--- config.mk ---
export PLATFORM = sky130hd
export DESIGN_NAME = can_accept_unit
export DESIGN_NICKNAME = d
export VERILOG_FILES = /design/src/rtl/can_acc_pkg.sv /design/src/rtl/acc_filter_cmp.sv /design/src/rtl/acc_prio_enc.sv /design/src/rtl/can_accept_unit.sv
export SDC_FILE = /design/constraint.sdc
export NUM_CORES = 1
export LEC_CHECK = 0
export ABC_AREA = 1
export BUFFER_PORTS_ARGS = -buffer_cell sky130_fd_sc_hd__buf_4
export CORE_AREA = 4 4 109 111
export CTS_CLUSTER_DIAMETER = 30
export DETAILED_ROUTE_END_ITERATION = 10
export DIE_AREA = 0 0 113 115
export MAX_ROUTING_LAYER = met4
export PLACE_DENSITY_LB_ADDON = 0.15
export RECOVER_POWER = 50
export SYNTH_ARGS = -nofsm -noshare
export SYNTH_HDL_FRONTEND = slang
export SYNTH_HIERARCHICAL = 1
export SYNTH_SLANG_ARGS = --single-unit
--- constraint.sdc ---
create_clock -name clk -period 3 [get_ports clk]
set_input_delay 0.6 -clock clk [delete_from_list [all_inputs] [get_ports clk]]
set_output_delay 0.6 -clock clk [all_outputs]
set_load 0.02 [all_outputs]
--- src/rtl/can_acc_pkg.sv ---
package can_acc_pkg;

    typedef enum logic [1:0] {
        DST_RXB0 = 2'b00,
        DST_RXB1 = 2'b01,
        DST_FIFO = 2'b10
    } dest_e;

    typedef enum logic {
        S_WAIT = 1'b0,
        S_HIT  = 1'b1
    } acc_state_e;

endpackage

--- src/rtl/acc_filter_cmp.sv ---
module acc_filter_cmp #(
    parameter int ID_W = 29
) (
    input  logic [ID_W-1:0] id,
    input  logic            id_ext,
    input  logic [ID_W-1:0] pattern,
    input  logic            pattern_ext,
    input  logic [ID_W-1:0] mask,
    input  logic            enable,
    output logic            hit
);

    logic [ID_W-1:0] care_diff;

    always_comb begin
        care_diff = (id ^ pattern) & mask;
        hit       = enable && (id_ext == pattern_ext) && (care_diff == '0);
    end

endmodule

--- src/rtl/acc_prio_enc.sv ---
module acc_prio_enc #(
    parameter int N  = 6,
    localparam int IW = (N > 1) ? $clog2(N) : 1
) (
    input  logic [N-1:0]  req,
    output logic          any,
    output logic [IW-1:0] idx
);

    always_comb begin
        any = 1'b0;
        idx = '0;
        for (int i = N - 1; i >= 0; i--) begin
            if (req[i]) begin
                any = 1'b1;
                idx = IW'(i);
            end
        end
    end

    // the granted index is requesting and no lower index is
    always_comb begin
        if (any) begin
            p_grant_requests_r10: assert (req[idx])
                else $error("grant points at idle request");
            for (int j = 0; j < N; j++) begin
                if (j < int'(idx)) begin
                    p_lowest_wins_r10: assert (!req[j])
                        else $error("lower request skipped");
                end
            end
        end
    end

endmodule

--- src/rtl/can_accept_unit.sv ---
module can_accept_unit #(
    parameter int ID_W     = 29,
    parameter int NUM_FILT = 6,
    parameter int GRP0_N   = 2,
    localparam int FW      = (NUM_FILT > 1) ? $clog2(NUM_FILT) : 1
) (
    input  logic                     clk,
    input  logic                     rst_n,
    input  logic                     msg_valid,
    input  logic [ID_W-1:0]          msg_id,
    input  logic                     msg_ext,
    input  logic                     fifo_mode,
    input  logic [NUM_FILT-1:0]      filt_en,
    input  logic [NUM_FILT*ID_W-1:0] filt_id,
    input  logic [NUM_FILT-1:0]      filt_ext,
    input  logic [ID_W-1:0]          mask0,
    input  logic [ID_W-1:0]          mask1,
    output logic                     acc_pulse,
    output logic [1:0]               acc_dest,
    output logic [FW-1:0]            acc_filt
);
    import can_acc_pkg::*;

    logic [NUM_FILT-1:0] hit_vec;
    logic                hit_any;
    logic [FW-1:0]       hit_idx;
    dest_e               dest_d;
    dest_e               dest_q;
    logic [FW-1:0]       idx_q;
    acc_state_e          state_q;
    acc_state_e          state_d;

    // One comparator per filter; the group picks the mask
    for (genvar i = 0; i < NUM_FILT; i++) begin : g_filt
        logic [ID_W-1:0] sel_mask;
        assign sel_mask = (i < GRP0_N) ? mask0 : mask1;
        acc_filter_cmp #(.ID_W(ID_W)) u_cmp (
            .id          (msg_id),
            .id_ext      (msg_ext),
            .pattern     (filt_id[i*ID_W +: ID_W]),
            .pattern_ext (filt_ext[i]),
            .mask        (sel_mask),
            .enable      (filt_en[i]),
            .hit         (hit_vec[i])
        );
    end

    acc_prio_enc #(.N(NUM_FILT)) u_prio (
        .req (hit_vec),
        .any (hit_any),
        .idx (hit_idx)
    );

    always_comb begin
        if (fifo_mode)                  dest_d = DST_FIFO;
        else if (int'(hit_idx) < GRP0_N) dest_d = DST_RXB0;
        else                            dest_d = DST_RXB1;
    end

    // Next-state logic
    always_comb begin
        state_d = S_WAIT;
        unique case (state_q)
            S_WAIT: state_d = (msg_valid && hit_any) ? S_HIT : S_WAIT;
            S_HIT:  state_d = (msg_valid && hit_any) ? S_HIT : S_WAIT;
        endcase
    end

    // State and captured decision
    always_ff @(posedge clk) begin
        if (!rst_n) begin
            state_q <= S_WAIT;
            dest_q  <= DST_RXB0;
            idx_q   <= '0;
        end else begin
            state_q <= state_d;
            if (msg_valid && hit_any) begin
                dest_q <= dest_d;
                idx_q  <= hit_idx;
            end
        end
    end

    // Outputs
    always_comb begin
        acc_pulse = 1'b0;
        acc_dest  = 2'b00;
        acc_filt  = '0;
        unique case (state_q)
            S_WAIT: ;
            S_HIT: begin
                acc_pulse = 1'b1;
                acc_dest  = dest_q;
                acc_filt  = idx_q;
            end
        endcase
    end

    // a pulse always follows a strobe
    p_pulse_needs_strobe_r2: assert property (@(posedge clk) disable iff (!rst_n)
        acc_pulse |-> $past(msg_valid));

    // no strobe means no pulse next cycle
    p_quiet_without_strobe_r2: assert property (@(posedge clk) disable iff (!rst_n)
        !msg_valid |=> !acc_pulse);

    // FIFO destination tracks the mode at strobe time
    p_fifo_dest_r9: assert property (@(posedge clk) disable iff (!rst_n)
        acc_pulse |-> ((acc_dest == 2'b10) == $past(fifo_mode)));

    // buffer 0 only from the lower filter group
    p_buf0_group_r7: assert property (@(posedge clk) disable iff (!rst_n)
        (acc_pulse && acc_dest == 2'b00) |-> (int'(acc_filt) < GRP0_N));

    // buffer 1 only from the upper filter group
    p_buf1_group_r8: assert property (@(posedge clk) disable iff (!rst_n)
        (acc_pulse && acc_dest == 2'b01) |-> (int'(acc_filt) >= GRP0_N));

    // the reported filter was enabled at strobe time
    p_enabled_filter_r6: assert property (@(posedge clk) disable iff (!rst_n)
        acc_pulse |-> (($past(filt_en) >> acc_filt) & 1) != 0);

endmodule

==> summary.md <==
| Metric | Value |
|---|---|
| Status | `finished clean` |
| Worst-path fanout max | `12` |
| Clock-pin slew on the worst setup and hold paths | `30 ps` |
| Drc violations | `0` |
| Ant diodes | `0` |
| Vias per Instance | `4.39` |
| Root Driver | `clkbuf_8` |
| Mux cell area share after synthesis | `0%` |
| Pwr per Cell Area | `roughly 150 mW/mm^2` |
| I/O pin total | `about 280` |
| Worst-Skew Late Latency | `220 ps` |
| Initial antenna violation count | `0` |
| Synth Area in XOR/XNOR | `~1.2%` |
| Post-Syn Area | `around 0.0042 sq mm` |
| CTS Hold Bufs | `0` |
| Cells after DPL | `1,436` |
| Vias | `6,321` |
| RePlAce Congestion | `0.880` |
| Port Buf Inserts | `283` |
| Tmin final | `1970 ps` |
| CTS buffer count | `3` |
| Die Y-Extent | `115 microns` |
| Final std cells w/o fill | `1,439` |
| Core area | `0.0108 sq mm` |
| Die footprint | `0.0130 sq mm` |
| Slew headroom | `82.4%` |
| Detailed placement HPWL | `14.3 mm` |
| Period utilization | `65.7%` |
| CP Cell Sequence | `buf_4, inv_1, nand2_1, nand3_1, nand2_1, inv_1, nand2_1, nor2_1, nand2_1, nor2_2, inv_1, nand4_1, nand2_2, o21ai_0, nor2_1` |
| Worst path slowest cell | `o21ai_0` |
| CTS tree | `built` |
| Worst Setup Slack, final | `a little over 1000 ps` |
| Worst hold path class | `flop to flop` |
| Setup Skew | `0 ps` |
| Worst setup SP type | `primary input` |
| Synth-to-layout area growth | `54.8%` |
| Post-synthesis simple-gate area fraction | `76.3%` |
| Total grt overflow | `0` |
| Vias in the first global route | `5,546` |
| Seq cells post-synth | `6` |
| H-tree levels | `1` |
| Synth Area in Compound Gates | `roughly 1.9%` |
| CP most frequent cell | `nand2_1` |
| FF+latch area | `approximately 120 sq um` |
| DR WL/cell | `10.9 microns` |
| Fraction of layout cells with a size suffix above 1 | `between 20% and 30%` |
| Post-CTS Setup Bufs | `0` |
| RSZ-0062 raised after global routing | `false` |
| Worst slew pin tran | `265 ps` |
| Pin count of the biggest net entering global routing | `13` |
| First-pass GRT wire length | `24.4 mm` |
| Std cell rows | `38` |
| Min-Delay Path Depth | `2` |
| Hold Worst Slack | `just under 500 ps` |
| Starting Density | `39.2%` |
| Seq/Total Area, Yosys | `under 10%` |
| Post-route antenna net violation count | `0` |
| Pre-Repair DR Iteration Count | `5` |
| Synth Net Count | `1,291` |
| WP data required | `slightly above 3000 ps` |
| WP data arrival | `2080 ps` |
| DR iter-0 viols | `309` |
| Die W | `roughly 110 microns` |
| Post-synthesis adder-cell area fraction | `0%` |
| Post-CTS resize count | `0` |
| Largest family of logic cells by synthesized area | `simple AND/OR/NAND/NOR gates` |
| Yosys cell types | `19` |
| Max Cap Viol | `0` |
| Final WL | `15.8 mm` |
| Pre-CTS setup slack | `820 ps` |
| Crit path largest cell delay | `~200 ps` |
| Avg Inst Size Synth | `4.18 sq um` |
| Crit path kind | `primary input to flop` |
| Final Max Tran Viols | `0` |
| Yosys warnings | `6` |
| Setup TNS | `0 ps` |
| Clock Path Buffers | `2` |
| Nets | `1,579` |
| CP Capture Type | `flop` |
| R2R cell count | `2` |
| Maximum VDD drop | `0.148 mV` |
| Syn Inst Count | `1,013` |
| Leakage | `4.30 nW` |
| Multi-input gate area | `0.00336 sq mm` |
| Clk sinks | `6` |
| Fillcell total | `1,152` |
| Finish-stage setup viols | `0` |
| Fmax | `0.507 GHz` |
| Hold Violations, Final | `0` |
| All-Layer GR Usage | `23.1%` |
[where the power goes]
group | switching (mW) | internal [mW] | leakage (nW)
registers | 0.00000673 | 0.0803 | 0.0483
logic | 0.381 | 0.403 | 4.23
clock network | 0.0310 | 0.0859 | 0.0216
total | 0.412 | 0.569 | 4.30
[worst max-delay path, delay by kind of cell]
kind	cells	cell delay [ps]
and+or+nand+nor	10	940
AOI/OAI and AO/OA	1	200
buffers and inverters	4	330
[path summary, 6_finish.rpt]
kind / from / to / slack, ps
setup / recovery: msg_id[20] / idx_q[1] / 1030
hold / removal: idx_q[1] / idx_q[1] / 480
setup reg to reg: dest_q[0] / dest_q[0] / 2400
hold reg to reg: idx_q[1] / idx_q[1] / 480
[Yosys cell counts]
cell        n  area share [%]
inv_1     199              18
nand3_1    66             7.8
a21oi_2     1            0.21
nor2_4      1            0.27
xnor2_1     6             1.2
nor2_1    249              22
nand3_2    19             4.5
nand4_1     7             1.0
o21ai_1     1            0.12
o211ai_1    6             1.1
nor3_1      1            0.12
dfxtp_1     6             2.8
a21oi_1     1            0.12
nand2_2     2            0.30
inv_2       1           0.089
nor2_2      8             1.2
nand2_1   430              38
o21ai_0     3            0.35
or2_0       6            0.89
[per-layer routing]
layer / GRT usage, % / up-vias / routed length [microns]
met1: 28.7 / 2555 / 6830
met4: 5.85 / 0 / 416
met2: 39.6 / 202 / 7350
met5: - / - / 0
met3: 3.21 / 30 / 1160
li1: - / 3534 / -
[cell usage in the layout, fill, tap and decap left out, types with 2 or more instances in the layout]
cell type | Yosys | final
buf_4 | 0 | 277
o211ai_1 | 6 | 6
nor2_2 | 8 | 8
clkbuf_8 | 0 | 3
nand4_1 | 7 | 7
or2_0 | 6 | 6
nand2_2 | 2 | 2
nand3_2 | 19 | 19
o21ai_0 | 3 | 3
nand3_1 | 66 | 66
nor2_1 | 249 | 249
dfxtp_1 | 6 | 6
nand2_1 | 430 | 430
inv_1 | 199 | 199
clkbuf_1 | 0 | 6
xnor2_1 | 6 | 6
[per-stage QoR]
stage | utilization (%) | power [mW] | cell area [sq um]
2_1_floorplan | - | 0.421 | 4230
6_report | 60.7 | 0.981 | 6550
5_1_grt | 60.7 | 1.10 | 6550
4_1_cts | 60.9 | 0.986 | 6570
3_3_place_gp | 60.5 | 0.852 | 6530
3_5_place_dp | 60.5 | 0.866 | 6530
[layout make-up]
class	instances	area share, %
multi-input cells	807	51.3
repair buffers	283	32.1
inverters	200	11.5
well taps	140	2.67
flip-flops and latches	6	1.83
clock buffers	3	0.630
[flip-flops by register name, indices dropped and copies added, names as in the netlist]
| register | cells |
|---|---|
| dest_q | 2 |
| idx_q | 3 |
| state_q | 1 |
[kinds of logic after synthesis]
kind of cell | count (synthesis)
AO/OA/AOI/OAI | 12
XOR/XNOR | 6
buffers and inverters | 200
flip-flops | 6
AND/OR/NAND/NOR | 789
Power figures use the tool's default switching activity.
